**src/rtl/ledsh_pkg.sv**
```systemverilog
// Package: shared sizes, the update-state type and the status-word builder
// for the serial loader. Assumes 16 channels; all widths derive from the
// channel count and the per-channel field sizes.
package ledsh_pkg;
    localparam int CH      = 16;
    localparam int GS_BITS = 12;
    localparam int DC_BITS = 6;
    localparam int GS_W    = CH * GS_BITS;
    localparam int DC_W    = CH * DC_BITS;
    localparam int TEF_POS = CH;
    localparam int DC_LSB  = 24;

    // Progress of a brightness update relative to a preceding trim load
    typedef enum logic [1:0] {
        ST_NORMAL     = 2'd0,
        ST_AFTER_DC   = 2'd1,
        ST_WAIT_EXTRA = 2'd2
    } upd_state_e;

    // Assemble the readback word: flags low, thermal bit, trim copy, zeros
    function automatic logic [GS_W-1:0] pack_status(
        input logic [CH-1:0]   lod,
        input logic            tef,
        input logic [DC_W-1:0] dc
    );
        logic [GS_W-1:0] s;
        s = '0;
        s[CH-1:0]         = lod;
        s[TEF_POS]        = tef;
        s[DC_LSB +: DC_W] = dc;
        return s;
    endfunction
endpackage

```
**src/rtl/ledsh_edge_sampler.sv**
```systemverilog
// Edge sampler: keeps one-cycle-old copies of the data clock, strobe and
// mode pins. From them it derives the clock rise, the strobe fall and the
// protocol-error pulse. Assumes inputs are already synchronous to clk.
module ledsh_edge_sampler (
    input  logic clk,
    input  logic rst_n,
    input  logic sclk_i,
    input  logic xlat_i,
    input  logic mode_i,
    output logic sclk_rise,
    output logic xlat_fall,
    output logic proto_err
);
    logic sclk_q;
    logic xlat_q;
    logic mode_q;

    // Delay each control pin by one cycle for edge detection
    always_ff @(posedge clk) begin
        if (!rst_n) begin
            sclk_q <= 1'b0;
            xlat_q <= 1'b0;
            mode_q <= 1'b0;
        end else begin
            sclk_q <= sclk_i;
            xlat_q <= xlat_i;
            mode_q <= mode_i;
        end
    end

    // Flag a mode change made during a held strobe, one cycle wide
    always_ff @(posedge clk) begin
        if (!rst_n) proto_err <= 1'b0;
        else        proto_err <= xlat_i & xlat_q & (mode_i ^ mode_q);
    end

    assign sclk_rise = sclk_i & ~sclk_q;
    assign xlat_fall = ~xlat_i & xlat_q;
endmodule

```
**src/rtl/ledsh_shift_core.sv**
```systemverilog
// Shift core: the full-length serial shifter. A status load takes priority
// over a shift. The serial output taps the top of the 96-bit or the 192-bit
// chain, chosen by the current mode.
module ledsh_shift_core #(
    parameter int GS_W = ledsh_pkg::GS_W,
    parameter int DC_W = ledsh_pkg::DC_W
) (
    input  logic            clk,
    input  logic            rst_n,
    input  logic            shift_en,
    input  logic            load_en,
    input  logic            sin,
    input  logic            mode_dc,
    input  logic [GS_W-1:0] status_vec,
    output logic [GS_W-1:0] sr,
    output logic            sout
);
    // Load status, or shift one bit in at the bottom
    always_ff @(posedge clk) begin
        if (!rst_n)        sr <= '0;
        else if (load_en)  sr <= status_vec;
        else if (shift_en) sr <= {sr[GS_W-2:0], sin};
    end

    // Pick the last stage of whichever chain is active
    assign sout = mode_dc ? sr[DC_W-1] : sr[GS_W-1];
endmodule

```
**src/rtl/ledsh_latch_ctrl.sv**
```systemverilog
// Latch control: the strobe-level copy into the brightness or trim register,
// the valid flags, and the small state machine that defers the first
// brightness commit after a trim load. It also decides when the shifter
// shifts and when it takes the status word.
module ledsh_latch_ctrl #(
    parameter int GS_W = ledsh_pkg::GS_W,
    parameter int DC_W = ledsh_pkg::DC_W
) (
    input  logic            clk,
    input  logic            rst_n,
    input  logic            xlat_i,
    input  logic            mode_i,
    input  logic            sclk_rise,
    input  logic            xlat_fall,
    input  logic [GS_W-1:0] sr,
    output logic [GS_W-1:0] gs_reg,
    output logic [DC_W-1:0] dc_reg,
    output logic            gs_valid,
    output logic            dc_valid,
    output logic            shift_en,
    output logic            load_en,
    output logic            commit
);
    import ledsh_pkg::*;

    upd_state_e state;
    logic       gs_follow;
    logic       dc_follow;

    // Decode follow, commit, shift and status-load conditions
    always_comb begin
        gs_follow = xlat_i & ~mode_i & (state == ST_NORMAL);
        dc_follow = xlat_i & mode_i;
        commit    = sclk_rise & ~xlat_i & ~mode_i & (state == ST_WAIT_EXTRA);
        load_en   = commit | (xlat_fall & ~mode_i & (state == ST_NORMAL));
        shift_en  = sclk_rise & ~xlat_i & ~commit;
    end

    // Track whether a trim load has left a brightness update pending
    always_ff @(posedge clk) begin
        if (!rst_n)
            state <= ST_NORMAL;
        else if (xlat_fall & mode_i)
            state <= ST_AFTER_DC;
        else if (xlat_fall & ~mode_i & (state == ST_AFTER_DC))
            state <= ST_WAIT_EXTRA;
        else if (commit)
            state <= ST_NORMAL;
    end

    // Brightness register: follow the strobe, or take the deferred commit
    always_ff @(posedge clk) begin
        if (!rst_n) begin
            gs_reg   <= '0;
            gs_valid <= 1'b0;
        end else if (gs_follow | commit) begin
            gs_reg   <= sr;
            gs_valid <= 1'b1;
        end
    end

    // Trim register: follow the strobe in trim mode
    always_ff @(posedge clk) begin
        if (!rst_n) begin
            dc_reg   <= '0;
            dc_valid <= 1'b0;
        end else if (dc_follow) begin
            dc_reg   <= sr[DC_W-1:0];
            dc_valid <= 1'b1;
        end
    end
endmodule

```
**src/rtl/ledsh_serial_loader.sv**
```systemverilog
// Serial loader top: connects the edge sampler, the shift core and the latch
// control, and builds the status word from the fault inputs and the trim
// register. Assumes all pins are synchronous to clk.
module ledsh_serial_loader (
    input  logic                      clk,
    input  logic                      rst_n,
    input  logic                      sclk_i,
    input  logic                      sin_i,
    input  logic                      xlat_i,
    input  logic                      mode_i,
    input  logic [ledsh_pkg::CH-1:0]  lod_i,
    input  logic                      tef_i,
    output logic                      sout_o,
    output logic [ledsh_pkg::GS_W-1:0] gs_reg_o,
    output logic [ledsh_pkg::DC_W-1:0] dc_reg_o,
    output logic                      gs_valid_o,
    output logic                      dc_valid_o,
    output logic                      proto_err_o
);
    import ledsh_pkg::*;

    logic            sclk_rise;
    logic            xlat_fall;
    logic            shift_en;
    logic            load_en;
    logic            commit;
    logic [GS_W-1:0] sr_q;
    logic [GS_W-1:0] status_vec;

    // Status word presented to the shifter on a brightness latch or commit
    always_comb status_vec = pack_status(lod_i, tef_i, dc_reg_o);

    ledsh_edge_sampler u_edge (
        .clk       (clk),
        .rst_n     (rst_n),
        .sclk_i    (sclk_i),
        .xlat_i    (xlat_i),
        .mode_i    (mode_i),
        .sclk_rise (sclk_rise),
        .xlat_fall (xlat_fall),
        .proto_err (proto_err_o)
    );

    ledsh_shift_core #(.GS_W(GS_W), .DC_W(DC_W)) u_shift (
        .clk        (clk),
        .rst_n      (rst_n),
        .shift_en   (shift_en),
        .load_en    (load_en),
        .sin        (sin_i),
        .mode_dc    (mode_i),
        .status_vec (status_vec),
        .sr         (sr_q),
        .sout       (sout_o)
    );

    ledsh_latch_ctrl #(.GS_W(GS_W), .DC_W(DC_W)) u_ctrl (
        .clk       (clk),
        .rst_n     (rst_n),
        .xlat_i    (xlat_i),
        .mode_i    (mode_i),
        .sclk_rise (sclk_rise),
        .xlat_fall (xlat_fall),
        .sr        (sr_q),
        .gs_reg    (gs_reg_o),
        .dc_reg    (dc_reg_o),
        .gs_valid  (gs_valid_o),
        .dc_valid  (dc_valid_o),
        .shift_en  (shift_en),
        .load_en   (load_en),
        .commit    (commit)
    );
endmodule

```
**config.mk**
```make
export PLATFORM = sky130hd
export DESIGN_NAME = ledsh_serial_loader
export DESIGN_NICKNAME = d
export VERILOG_FILES = /design/src/rtl/ledsh_pkg.sv /design/src/rtl/ledsh_edge_sampler.sv /design/src/rtl/ledsh_shift_core.sv /design/src/rtl/ledsh_latch_ctrl.sv /design/src/rtl/ledsh_serial_loader.sv
export SDC_FILE = /design/constraint.sdc
export NUM_CORES = 1
export LEC_CHECK = 0
export ABC_AREA = 1
export BUFFER_PORTS_ARGS = -buffer_cell sky130_fd_sc_hd__buf_2
export CORE_MARGIN = 2
export CORE_UTILIZATION = 30
export DETAILED_ROUTE_END_ITERATION = 8
export GPL_TIMING_DRIVEN = 1
export PLACE_DENSITY = 0.51
export SYNTH_ARGS = -nofsm -noshare
export SYNTH_HDL_FRONTEND = slang
export SYNTH_SLANG_ARGS = --single-unit
```
**constraint.sdc**
```tcl
create_clock -name clk -period 1.49 [get_ports clk]
set_clock_uncertainty 0.15 [all_clocks]
set_input_delay 0 -clock clk [delete_from_list [all_inputs] [get_ports clk]]
set_output_delay 0 -clock clk [all_outputs]
set_load 0.03 [all_outputs]
```
**Yosys cells after proc, flatten, opt, wreduce, memory -nomap -nowiden**

Index checks and enable logic that the tools add are counted.

- Bits in registers: 488
- Input bits: 23
- Output and inout bits: 292
- Word-level logic and storage cells: 49

- Equality and inequality tests: 2
- Multiplexer cells: 6
- Bitwise logic cells: 23
- Reductions and logical operators: 6

Operators by type and width:

| cell | count |
|---|---|
| 120-bit two-way mux | 2 |
| 1-bit AND | 15 |
| 1-bit NOT | 5 |
| 2-bit two-way mux | 2 |
| 2-bit nonzero test | 2 |
| 2-bit OR reduction | 2 |
| 3-bit nonzero test | 1 |
| 2-bit by 1-bit == test with 1-bit output (second input constant) | 1 |
| 2-bit == test (second input constant) | 1 |
| 2-bit logical NOT | 1 |
| 1-bit two-way mux | 2 |
| 1-bit OR | 2 |
| 1-bit XOR | 1 |

**Longest topological paths before layout**

- Depth after elaboration: 9
- Mapped depth: 12
- Depth with buffers taken out: 9

**Modules after synthesis**

A second synthesis with hierarchy kept.

- Cell total of the unflattened synthesis: 3176
- Area, all modules: 21326.7 µm²

By module, submodules not included:

| module | times used | cells each | area an instance (µm²) | sequential area each (µm²) |
|---|---|---|---|---|
| ledsh_latch_ctrl | 1 | 1700 | 11866.4 | 5845.6 |
| ledsh_shift_core | 1 | 1454 | 9311.4 | 3843.7 |
| ledsh_edge_sampler | 1 | 21 | 145.1 | 80.1 |
| ledsh_serial_loader | 1 | 1 | 3.8 | 0.0 |

**Worst setup path after synthesis**

OpenSTA, ideal clock, no wires.

- Path type: register to register
- Start: register u_edge.xlat_q
- End: register u_shift.sr[146]
- Setup time: 0.118 ns
- Arrival: 1.248 ns
- Required time: 1.222 ns
- Path slack: -0.026 ns
- Stages on the path, launching flop included: 10
- Buffers on the path: 2
- Clock period less this slack: 1.516 ns
- Cells stage by stage: dfxtp_1 inv_1 nor2_1 nand3_2 nand2_4 nor2_4 inv_2 buf_6 buf_4 a21oi_2

- Cells in the longest elaborated chain, start to end: 5

Ends and longest elaborated chain:

| item | RTL line | source |
|---|---|---|
| start, declared | ledsh_edge_sampler.sv:15 | `logic xlat_q;` |
| start signal, assigned | ledsh_edge_sampler.sv:26 | `xlat_q <= xlat_i;` |
| 1-bit AND | ledsh_edge_sampler.sv:38 | `assign xlat_fall = ~xlat_i & xlat_q;` |
| 1-bit AND (2 in a row) | ledsh_latch_ctrl.sv:35 | `load_en = commit \| (xlat_fall & ~mode_i & (state == ST_NORMAL));` |
| 1-bit OR | ledsh_latch_ctrl.sv:35 |  |
| 2-bit OR reduction (no line) | -- |  |
| end signal, assigned | ledsh_shift_core.sv:21 | `else if (load_en) sr <= status_vec;` |
| end signal, assigned | ledsh_shift_core.sv:22 | `else if (shift_en) sr <= {sr[GS_W-2:0], sin};` |
| end, declared | ledsh_shift_core.sv:15 | `output logic [GS_W-1:0] sr,` |

Every way passes these cells.
A chain may end at the register's enable or synchronous reset.

**Worst setup path after layout**

- Start: register u_ctrl.state[1]
- End: register u_shift.sr[40]

- Cells in the longest elaborated chain, start to end: 5
- Elaborated cells on any way between the ends: 9
- Classes of those cells: eq/ne (1); mux (1); bitwise (5); reduce/logical (2)

Ends and longest elaborated chain:

| item | RTL line | source |
|---|---|---|
| start, declared | ledsh_latch_ctrl.sv:26 | `upd_state_e state;` |
| start signal, assigned | ledsh_latch_ctrl.sv:42 | `state <= ST_NORMAL;` |
| start signal, assigned | ledsh_latch_ctrl.sv:44 | `state <= ST_AFTER_DC;` |
| start signal, assigned | ledsh_latch_ctrl.sv:46 | `state <= ST_WAIT_EXTRA;` |
| 2-bit == test | ledsh_latch_ctrl.sv:34 | `commit = sclk_rise & ~xlat_i & ~mode_i & (state == ST_WAIT_EXTRA);` |
| 1-bit AND | ledsh_latch_ctrl.sv:34 |  |
| 1-bit NOT | ledsh_latch_ctrl.sv:36 | `shift_en = sclk_rise & ~xlat_i & ~commit;` |
| 1-bit AND | ledsh_latch_ctrl.sv:36 |  |
| 2-bit nonzero test (no line) | -- |  |

Parallel ways exist; a longest one is shown, timed or not.

==> run metrics <==
hold_buf cts=26; Yosys cell types=22; Post-Syn Instances=approximately 2500; Tot Pwr=~32 mW; full die area=0.0633 mm2; drt total wl=between 60000 and 70000 um; chip height=252 um; Worst Path Required=between 1.5 and 2 ns; clock slew at reported path FFs=0.06 ns; Reg-to-Reg Start=u_ctrl.state[1]; Longest Clk Path Bufs=3; commonest non-fill, non-tap cell in the layout=nand2_1; reg2reg setup slack=-0.25 ns; crit start category=register; worst path arrival time=2.13 ns; slack of the critical path=-0.251 ns; post-synthesis average cell area=about 7.3 um2; total negative slack=-69.86 ns; I/O pin count=~320; Root Driver=clkbuf_16; Max Cap Violations=0; Sw Pwr=between 8 and 9 mW; GRT Overall Usage=0.204; Pre-Repair DR Iteration Count=8; P_int=23.2 mW; CTS tree=built; #FFs+latches synth=a little under 500; vias in the first global route=about 17000; Starting Density=0.304; FP Rows=90; clock sink total=between 400 and 500; VDD IR max=roughly 0.8 mV; HPWL Detailed=between 40000 and 50000 um; Post-Syn Nets=roughly 2500; setup violators final=392; grt ovf=0; HP Start=mode_i; DR vias/cell=slightly below 5; placed inst area=roughly 0.021 mm2; synthesized cell area=0.0184 mm2; worst r2r dst=u_shift.sr[40]; hold depth=7; status=complete, but fails checks; H-Tree Depth=2; Die Wd=between 200 and 300 um; Worst Reg-to-Reg Cells=10; RSZ-0062 raised after global routing=yes; Flop pwr share=0.436; wire per inst=18.7 um; Finished Core Util=0.426; layout cells sized above 1=0.264; crit share post-route=1.17; crit path kind=reg -> reg; Nets=slightly below 3000; clock network fraction of total power=0.432; Slew HR=0.655; CP max FO=8; minimum clock period=around 1.7 ns; via count=between 15000 and 20000; Antenna Nets Post-Route=0; slew at the pin closest to its max-slew limit=about 0.5 ns; synth warn=0; PwrDens=between 1000 and 1500 mW/mm2; hold endpoint=u_shift.sr[0]; DRC violations left=0; GP Congestion=0.829; commonest cells after routing, fill and taps aside=nand2_1, nor2_1, dfxtp_1; Max Fclk=about 570 MHz; largest net degree at the start of global routing=76; Starting DRT DRC Count=1390; first-pass GRT wire length=roughly 100000 um; port buffer count=~310; failing checks=negative hold slack, negative setup slack; leakage dissipation=~12 nW; area added between synthesis and finish=40.1%; Seq/Total Area, Yosys=0.531; combinational power share=0.132; hold_ws=-0.195 ns; initial antenna violation count=2; Worst Setup End Kind=register; HP Class=in -> reg; clk_lat worst skew=around 0.62 ns; Slew Limit Fails=0; Hold Vio Cnt, Final=2; switching share of power=0.279; CTS Buf Count=53; Core Area=0.0605 mm2; cell area after layout=0.0258 mm2
## stage by stage
step                std cells  setup slack, ns
floorplan                2509           0.0163
global placement         3522           -0.258
detailed placement       3522           -0.294
CTS                      3682           -0.219
global route             3712           -0.317
finish                   3712           -0.251
## power by group through the flow
stage | Sequential [mW] | Combinational, mW | Clock, mW
after global routing | 14.1 | 4.53 | 14.8
final | 14.0 | 4.23 | 13.9
after floorplan | 15.0 | 1.29 | 0
after CTS | 14.0 | 3.96 | 14.1
after global placement | 14.3 | 3.45 | 0
after detailed placement | 14.3 | 3.47 | 0
## synthesized netlist by cell type (all sizes together)
master | n | share of area
nand4 | 1 | 0.00034
a21oi | 81 | 0.024
inv | 16 | 0.0033
dfxtp | 488 | 0.53
nor2 | 585 | 0.12
nand2 | 625 | 0.13
nor3 | 2 | 0.00054
nand3 | 228 | 0.062
o21ai | 289 | 0.079
buf | 115 | 0.034
xnor2 | 1 | 0.00048
clkbuf | 78 | 0.016
## what timing repair did
item                                    in CTS  in global routing
pin swaps                                    5                 64
endpoints found under the setup margin     393                400
cloned                                      20                 21
gates resized for setup                    170                179
setup buffers                               16                  9
endpoints found under the hold margin      409                  1
## cell type report
class                   instances  area, um2
fillers                      6084      34700
multi-input cells            1812       8360
repair inverters                1       11.3
clock inverters                21        274
clock buffers                  77       1560
inverters                      16       95.1
well taps                     782        978
repair buffers                514       4710
flip-flops and latches        488       9780
diodes                          1       2.50
## worst max path at each step
stage	from	end	slack (ns)	depth (start not counted)
floorplan	u_edge.xlat_q	u_shift.sr[146]	0.02	9
finish	u_ctrl.state[1]	u_shift.sr[40]	-0.25	10
global placement	u_ctrl.state[0]	u_shift.sr[68]	-0.26	10
detailed placement	u_ctrl.state[0]	u_ctrl.gs_reg[172]	-0.29	9
global route	u_ctrl.state[0]	u_shift.sr[62]	-0.32	12
CTS	u_ctrl.state[0]	u_ctrl.gs_reg[124]	-0.22	9
## cell families after synthesis
kind of cell,synth area share
compound gates,0.103
xor+xnor,0.000476
buf+inv,0.0529
flops,0.531
simple gates,0.313
## metal layers
metal  part of all wire  track usage  vias to the layer above
met5            0.00023            0                        -
li1                   -            -                     8843
met4              0.030       0.0738                        2
met3              0.061       0.0376                      117
met2               0.45        0.314                      609
met1               0.46        0.284                     8526
## worst max-delay path, stage by stage, from the launching register on
cell	delay, ns
dfxtp_2	0.35
inv_4	0.05
buf_4	0.14
nand3_4	0.12
nand2_8	0.07
nor2_4	0.17
buf_12	0.16
buf_16	0.15
buf_8	0.14
nand3_1	0.07
nand2_1	0.07
No activity file was read; power rests on OpenSTA's default activity.
